**config.mk**
```make
export PLATFORM = sky130hd
export DESIGN_NAME = gpio_pd_port
export DESIGN_NICKNAME = d
export VERILOG_FILES = /design/src/rtl/gpio_pd_pkg.sv /design/src/rtl/gpio_pd_sync.sv /design/src/rtl/gpio_pd_regs.sv /design/src/rtl/gpio_pd_padctl.sv /design/src/rtl/gpio_pd_port.sv
export SDC_FILE = /design/constraint.sdc
export NUM_CORES = 1
export LEC_CHECK = 0
export ABC_AREA = 1
export BUFFER_PORTS_ARGS = -buffer_cell sky130_fd_sc_hd__buf_2
export CORE_MARGIN = 3
export CORE_UTILIZATION = 55
export CTS_CLUSTER_SIZE = 10
export DETAILED_ROUTE_END_ITERATION = 8
export GPL_ROUTABILITY_DRIVEN = 0
export HOLD_SLACK_MARGIN = 0.03
export PLACE_DENSITY = 0.84
export SLEW_MARGIN = 5
export SYNTH_ARGS = -nofsm -noshare
export SYNTH_HDL_FRONTEND = slang
export SYNTH_SLANG_ARGS = --single-unit
```
**constraint.sdc**
```tcl
create_clock -name clk -period 1.2 [get_ports clk]
set_input_delay 0.06 -clock clk [delete_from_list [all_inputs] [get_ports clk]]
set_output_delay 0.06 -clock clk [all_outputs]
set_load 0.03 [all_outputs]
```
**src/rtl/gpio_pd_pkg.sv**
```systemverilog
package gpio_pd_pkg;
   localparam int unsigned OFS_DATA = 0;
   localparam int unsigned OFS_DIR  = 1;
   localparam int unsigned OFS_PDI  = 2;

   typedef enum logic [1:0] {
      SEL_DATA = 2'd0,
      SEL_DIR  = 2'd1,
      SEL_PDI  = 2'd2,
      SEL_NONE = 2'd3
   } reg_sel_e;
endpackage

```
**src/rtl/gpio_pd_sync.sv**
```systemverilog
module gpio_pd_sync #(
   parameter int unsigned WIDTH  = 8,
   parameter int unsigned STAGES = 2
) (
   input  logic             clk,
   input  logic             rst_n,
   input  logic [WIDTH-1:0] d,
   output logic [WIDTH-1:0] q
);
   logic [WIDTH-1:0] stage_q [STAGES];

   always_ff @(posedge clk or negedge rst_n) begin
      if (!rst_n) begin
         for (int s = 0; s < STAGES; s++) stage_q[s] <= '0;
      end else begin
         stage_q[0] <= d;
         for (int s = 1; s < STAGES; s++) stage_q[s] <= stage_q[s-1];
      end
   end

   assign q = stage_q[STAGES-1];
endmodule

```
**src/rtl/gpio_pd_regs.sv**
```systemverilog
module gpio_pd_regs
   import gpio_pd_pkg::*;
#(
   parameter int unsigned WIDTH  = 8,
   parameter int unsigned ADDR_W = 2
) (
   input  logic              clk,
   input  logic              rst_n,
   input  logic [ADDR_W-1:0] bus_addr,
   input  logic              bus_we,
   input  logic [WIDTH-1:0]  bus_wdata,
   output reg_sel_e          sel,
   output logic [WIDTH-1:0]  data_q,
   output logic [WIDTH-1:0]  dir_q,
   output logic [WIDTH-1:0]  pdi_q
);
   always_comb begin
      if (bus_addr == ADDR_W'(OFS_DATA))      sel = SEL_DATA;
      else if (bus_addr == ADDR_W'(OFS_DIR))  sel = SEL_DIR;
      else if (bus_addr == ADDR_W'(OFS_PDI))  sel = SEL_PDI;
      else                                    sel = SEL_NONE;
   end

   always_ff @(posedge clk or negedge rst_n) begin
      if (!rst_n) begin
         data_q <= '0;
         dir_q  <= '0;
         pdi_q  <= '0;
      end else if (bus_we) begin
         case (sel)
            SEL_DATA: data_q <= bus_wdata;
            SEL_DIR:  dir_q  <= bus_wdata;
            SEL_PDI:  pdi_q  <= bus_wdata;
            default:  ;
         endcase
      end
   end
endmodule

```
**src/rtl/gpio_pd_padctl.sv**
```systemverilog
module gpio_pd_padctl #(
   parameter int unsigned WIDTH   = 8,
   parameter bit          OVR_EN  = 1'b1,
   parameter int unsigned OVR_PIN = 5
) (
   input  logic [WIDTH-1:0] data_q,
   input  logic [WIDTH-1:0] dir_q,
   input  logic [WIDTH-1:0] pdi_q,
   input  logic             per_en,
   input  logic             per_sdo,
   output logic [WIDTH-1:0] pad_out,
   output logic [WIDTH-1:0] pad_oe,
   output logic [WIDTH-1:0] pad_pd_en,
   output logic [WIDTH-1:0] held
);
   for (genvar i = 0; i < WIDTH; i++) begin : g_pin
      if (OVR_EN && (i == OVR_PIN)) begin : g_ovr
         assign held[i]      = per_en;
         assign pad_oe[i]    = per_en | dir_q[i];
         assign pad_out[i]   = per_en ? per_sdo : data_q[i];
         assign pad_pd_en[i] = ~per_en & ~dir_q[i] & ~pdi_q[i];
      end else begin : g_plain
         assign held[i]      = 1'b0;
         assign pad_oe[i]    = dir_q[i];
         assign pad_out[i]   = data_q[i];
         assign pad_pd_en[i] = ~dir_q[i] & ~pdi_q[i];
      end
   end
endmodule

```
**src/rtl/gpio_pd_port.sv**
```systemverilog
module gpio_pd_port
   import gpio_pd_pkg::*;
#(
   parameter int unsigned WIDTH       = 8,
   parameter int unsigned ADDR_W      = 2,
   parameter int unsigned SYNC_STAGES = 2,
   parameter bit          OVR_EN      = 1'b1,
   parameter int unsigned OVR_PIN     = 5
) (
   input  logic              clk,
   input  logic              rst_n,
   input  logic [ADDR_W-1:0] bus_addr,
   input  logic              bus_we,
   input  logic [WIDTH-1:0]  bus_wdata,
   output logic [WIDTH-1:0]  bus_rdata,
   input  logic [WIDTH-1:0]  pad_in,
   output logic [WIDTH-1:0]  pad_out,
   output logic [WIDTH-1:0]  pad_oe,
   output logic [WIDTH-1:0]  pad_pd_en,
   input  logic              per_en,
   input  logic              per_sdo
);
   if (WIDTH < 1 || WIDTH > 8) begin : g_bad_width
      $error("gpio_pd_port: WIDTH must be 1..8");
   end
   if (ADDR_W < 2) begin : g_bad_addr
      $error("gpio_pd_port: ADDR_W must be at least 2");
   end
   if (SYNC_STAGES < 2) begin : g_bad_sync
      $error("gpio_pd_port: SYNC_STAGES must be at least 2");
   end
   if (OVR_EN && OVR_PIN >= WIDTH) begin : g_bad_ovr
      $error("gpio_pd_port: OVR_PIN outside port");
   end

   reg_sel_e         sel;
   logic [WIDTH-1:0] data_q, dir_q, pdi_q, pin_sync, held;

   gpio_pd_regs #(.WIDTH(WIDTH), .ADDR_W(ADDR_W)) regs_i (
      .clk(clk), .rst_n(rst_n), .bus_addr(bus_addr), .bus_we(bus_we),
      .bus_wdata(bus_wdata), .sel(sel), .data_q(data_q), .dir_q(dir_q),
      .pdi_q(pdi_q)
   );

   gpio_pd_sync #(.WIDTH(WIDTH), .STAGES(SYNC_STAGES)) sync_i (
      .clk(clk), .rst_n(rst_n), .d(pad_in), .q(pin_sync)
   );

   gpio_pd_padctl #(.WIDTH(WIDTH), .OVR_EN(OVR_EN), .OVR_PIN(OVR_PIN)) padctl_i (
      .data_q(data_q), .dir_q(dir_q), .pdi_q(pdi_q), .per_en(per_en),
      .per_sdo(per_sdo), .pad_out(pad_out), .pad_oe(pad_oe),
      .pad_pd_en(pad_pd_en), .held(held)
   );

   // Port data read depends only on direction, never on the override state.
   always_comb begin
      unique case (sel)
         SEL_DATA: bus_rdata = (dir_q & data_q) | (~dir_q & pin_sync);
         SEL_DIR:  bus_rdata = dir_q;
         default:  bus_rdata = '0;
      endcase
   end
endmodule

```
==> results_tabular.tex <==
\begin{tabular}{lr}
\hline
Metric & Value \\
\hline
\multicolumn{2}{l}{\textbf{Run}} \\
Max Cap Violations & 0 \\
\multicolumn{2}{l}{\textbf{Final layout}} \\
Proportion of layout cells with a drive suffix above 1 & 0.3944 \\
Final-layout fill cell count & 205 \\
Multi-input logic area & 681.9 um2 \\
Layout overhead on the synthesized area & 36.88\% \\
Number of antenna repair diodes & 0 \\
Storage element area & 1008 um2 \\
Layout net count & 307 \\
\multicolumn{2}{l}{\textbf{Power and ir drop}} \\
Combinational Power Share & 0.354 \\
Static power due to leakage & 1.370 nW \\
Max IR drop VDD & 1.091 mV \\
Overall power after layout & 3.552 mW \\
Cell-internal power & 2.235 mW \\
Net switching power & 1.317 mW \\
Fraction of power spent switching nets & 0.3707 \\
Sequential cell fraction of total power & 0.472 \\
Power per standard cell area & 1396 nW/um2 \\
Clk network pwr share & 0.174 \\
\multicolumn{2}{l}{\textbf{Timing}} \\
Slack of the critical path & -108.7 ps \\
Unrepaired setup endpoints after global routing & true \\
Final number of hold-violating endpoints & 0 \\
Slew Viols, Final & 0 \\
Maximum operating frequency & 764.1 MHz \\
Worst slew slack as a fraction of its limit & 0.6646 \\
Final cycle utilization of the critical path & 1.091 \\
Final worst hold slack & 110.3 ps \\
Setup TNS & -584.1 ps \\
Minimum clock period after layout & 1309 ps \\
Total setup violations reported at the end of the flow & 10 \\
Clock skew after layout & 0.8101 ps \\
Worst slew pin tran & 503.2 ps \\
\multicolumn{2}{l}{\textbf{Synth}} \\
Post-synth EDFFs & 0 \\
Post-synth design cell area & 1859 um2 \\
Fraction of the yosys area taken by sequential cells & 0.5384 \\
Most repeated cell in the gate-level netlist after synthesis & sky130\_fd\_sc\_hd\_\_nand2\_1 \\
Post-synthesis average cell area & 8.688 um2 \\
Top flip-flop cell by instance count after synthesis & sky130\_fd\_sc\_hd\_\_dfrtp\_1 \\
Most numerous cell types in the synthesized netlist & 81 x sky130\_fd\_sc\_hd\_\_nand2\_1, 40 x sky130\_fd\_sc\_hd\_\_dfrtp\_1, 24 x sky130\_fd\_sc\_hd\_\_inv\_1, 16 x sky130\_fd\_sc\_hd\_\_nand3\_1, 16 x sky130\_fd\_sc\_hd\_\_nand4\_1 \\
Synthesized instance count & 214 \\
FFs w/ async S/R, synth & 1.000 \\
Synth Net Count & 237 \\
Number of unique standard cell types used by synthesis & 18 \\
Synthesis-stage register bit count & 40 \\
Cell types occupying the most area after synthesis & sky130\_fd\_sc\_hd\_\_dfrtp\_1 54\%, sky130\_fd\_sc\_hd\_\_nand2\_1 16\%, sky130\_fd\_sc\_hd\_\_buf\_4 6.1\% \\
Fraction of synthesized cell area taken by the top area cell type & 0.5384 \\
YS warnings & 0 \\
Most area-hungry cell type in the Yosys netlist & sky130\_fd\_sc\_hd\_\_dfrtp\_1 \\
\multicolumn{2}{l}{\textbf{Die}} \\
Rows & 20 \\
Initial core utilization & 0.5944 \\
Width of the chip & 64.14 um \\
Total core area & 3128 um2 \\
Top Ports & 55 \\
Die Span Y & 64.14 um \\
Area of the die & 4114 um2 \\
\multicolumn{2}{l}{\textbf{Drt}} \\
Via Count & 1646 \\
Routed length per placed instance & 13.87 um \\
Vias per cell & 5.018 \\
Detail Route Antenna Nets & 0 \\
Detailed-route wire length & 4549 um \\
DRC violations left & 0 \\
Number of violations reported at the end of detailed-routing iteration 0 & 75 \\
Number of iterations in the first detailed-routing pass & 4 \\
\multicolumn{2}{l}{\textbf{Clock tree}} \\
H-tree Lvls & 2 \\
Clock sink total & 40 \\
CTS tree & done \\
Post-CTS clock slew at the launch and capture registers of the worst setup and hold paths & 110 ps \\
Clock latency on the worst-skew pair & 340 ps \\
Clk Tree Root Cell & sky130\_fd\_sc\_hd\_\_clkbuf\_4 \\
CTS buffer count & 5 \\
CTS max path bufs & 2 \\
\multicolumn{2}{l}{\textbf{Placed design}} \\
DP Wirelength & 2596 um \\
Number of port buffers & 54 \\
\multicolumn{2}{l}{\textbf{GRT}} \\
Global-route wire length before repair & 7258 um \\
Number of antenna violations at the first check in global routing & 0 \\
Global router's overall resource usage & 0.2323 \\
Pin count of the biggest net entering global routing & 41 \\
Via count of the first global-routing pass & 1552 \\
Overall overflow remaining after global route & 0 \\
\multicolumn{2}{l}{\textbf{Critical path}} \\
Series of cell instances along the critical path & or2\_4, nor2\_4, buf\_6 \\
Element type at the critical path end & output pin \\
Top Family by Delay on Critical Path & flip-flops \\
Worst setup path category & flop to output pin \\
Critical Path RT & 1140 ps \\
Number of buffers and inverters on the critical path & 1 \\
Slowest stage delay, CP & 420 ps \\
Element type at the critical path start & flop \\
Crit path arrival time & 1250 ps \\
Maximum fanout encountered on the critical timing path & 3 \\
Worst path slowest cell & sky130\_fd\_sc\_hd\_\_dfrtp\_1 \\
\multicolumn{2}{l}{\textbf{Worst hold path}} \\
Type of the tightest min-delay check & input port to flop \\
\multicolumn{2}{l}{\textbf{Status}} \\
Outcome & complete, but fails checks \\
Violations in the final reports & setup timing \\
\hline
\end{tabular}
==> registers in the layout, indices dropped and copies added (netlist names) <==
signal and flops:
regs_i.data_q 8, regs_i.pdi_q 8, sync_i.stage_q 8, regs_i.dir_q 8, sync_i.q 8
==> through the flow <==
stage	instances	worst slack, ps	cell area, um2	utilization
4_1_cts	324	-95.78	2379	0.7604
3_3_place_gp	295	154.9	2053	0.6564
2_1_floorplan	214	53.01	1862	-
5_1_grt	328	-183.7	2545	0.8136
6_report	328	-108.7	2545	0.8136
3_5_place_dp	295	127.1	2053	0.6564
==> power by group through the flow <==
stage / sequential, mW / clock [mW] / combinational, mW
6_report: 1.68 / 0.617 / 1.26
5_1_grt: 1.70 / 0.704 / 1.36
4_1_cts: 1.63 / 0.641 / 1.09
3_5_place_dp: 1.66 / 0 / 0.932
3_3_place_gp: 1.65 / 0 / 0.915
2_1_floorplan: 1.62 / 0 / 0.765
==> final timing paths <==
check | slack [ps] | cells after the start | from | endpoint
min in group asynchronous | 310 | 3 | rst_n | sync_i.q[6]
worst max register to register | 370 | 3 | regs_i.dir_q[0] | regs_i.dir_q[0]
max in group asynchronous | 510 | 3 | rst_n | regs_i.dir_q[4]
worst min register to register | 360 | 0 | sync_i.stage_q[14] | sync_i.q[6]
worst min-delay path | 110 | 3 | bus_we | regs_i.data_q[3]
worst max-delay path | -110 | 3 | regs_i.dir_q[5] | pad_pd_en[5]
==> routing by layer <==
metal,wire [um],vias to the layer above,GRT usage
met5,0,-,0
met4,93,0,0.07916
met3,292,9,0.05800
met2,2332,56,0.3858
met1,1831,786,0.2969
li1,-,795,-
==> cells by family (layout without fill, tap and decap cells) <==
logic type | count (synthesis) | in the layout | synth area share
and+or+nand+nor | 127 | 127 | 0.3149
DFF | 40 | 40 | 0.5384
AOI/OAI and AO/OA | 1 | 1 | 0.002689
buffers and inverters | 46 | 116 | 0.1440
==> tightest hold or removal path: stages <==
cell and delay [ps]:
sky130_fd_sc_hd__buf_2 200, sky130_fd_sc_hd__nand3_1 110, sky130_fd_sc_hd__nand2_1 50
==> layout make-up <==
class / count / share of cell area
clock buffers: 6 / 0.01622
clock inverters: 1 / 0.001967
inverters: 26 / 0.04376
multi-input cells: 128 / 0.2679
flip-flops and latches: 40 / 0.3963
well taps: 44 / 0.02163
repair buffers: 83 / 0.2522
==> placed cells by master, fill, tap and decap left out, drive strengths merged <==
cell type and count:
o21ai 1, nor2 10, buf 66, clkbuf 6
nand4 16, inv 25, bufinv 1, dlygate4sd3 17
or2 1, clkinv 1, nand3 18, nand2 82
dfrtp 40
==> timing repair <==
action	in CTS	in global routing
hold buffers	17	0
buffers inserted	5	4
gates resized for setup	25	56
setup endpoints to repair	12	19
endpoints found under the hold margin	72	0
pin swaps	2	8
(Power assumes the default switching activity.)
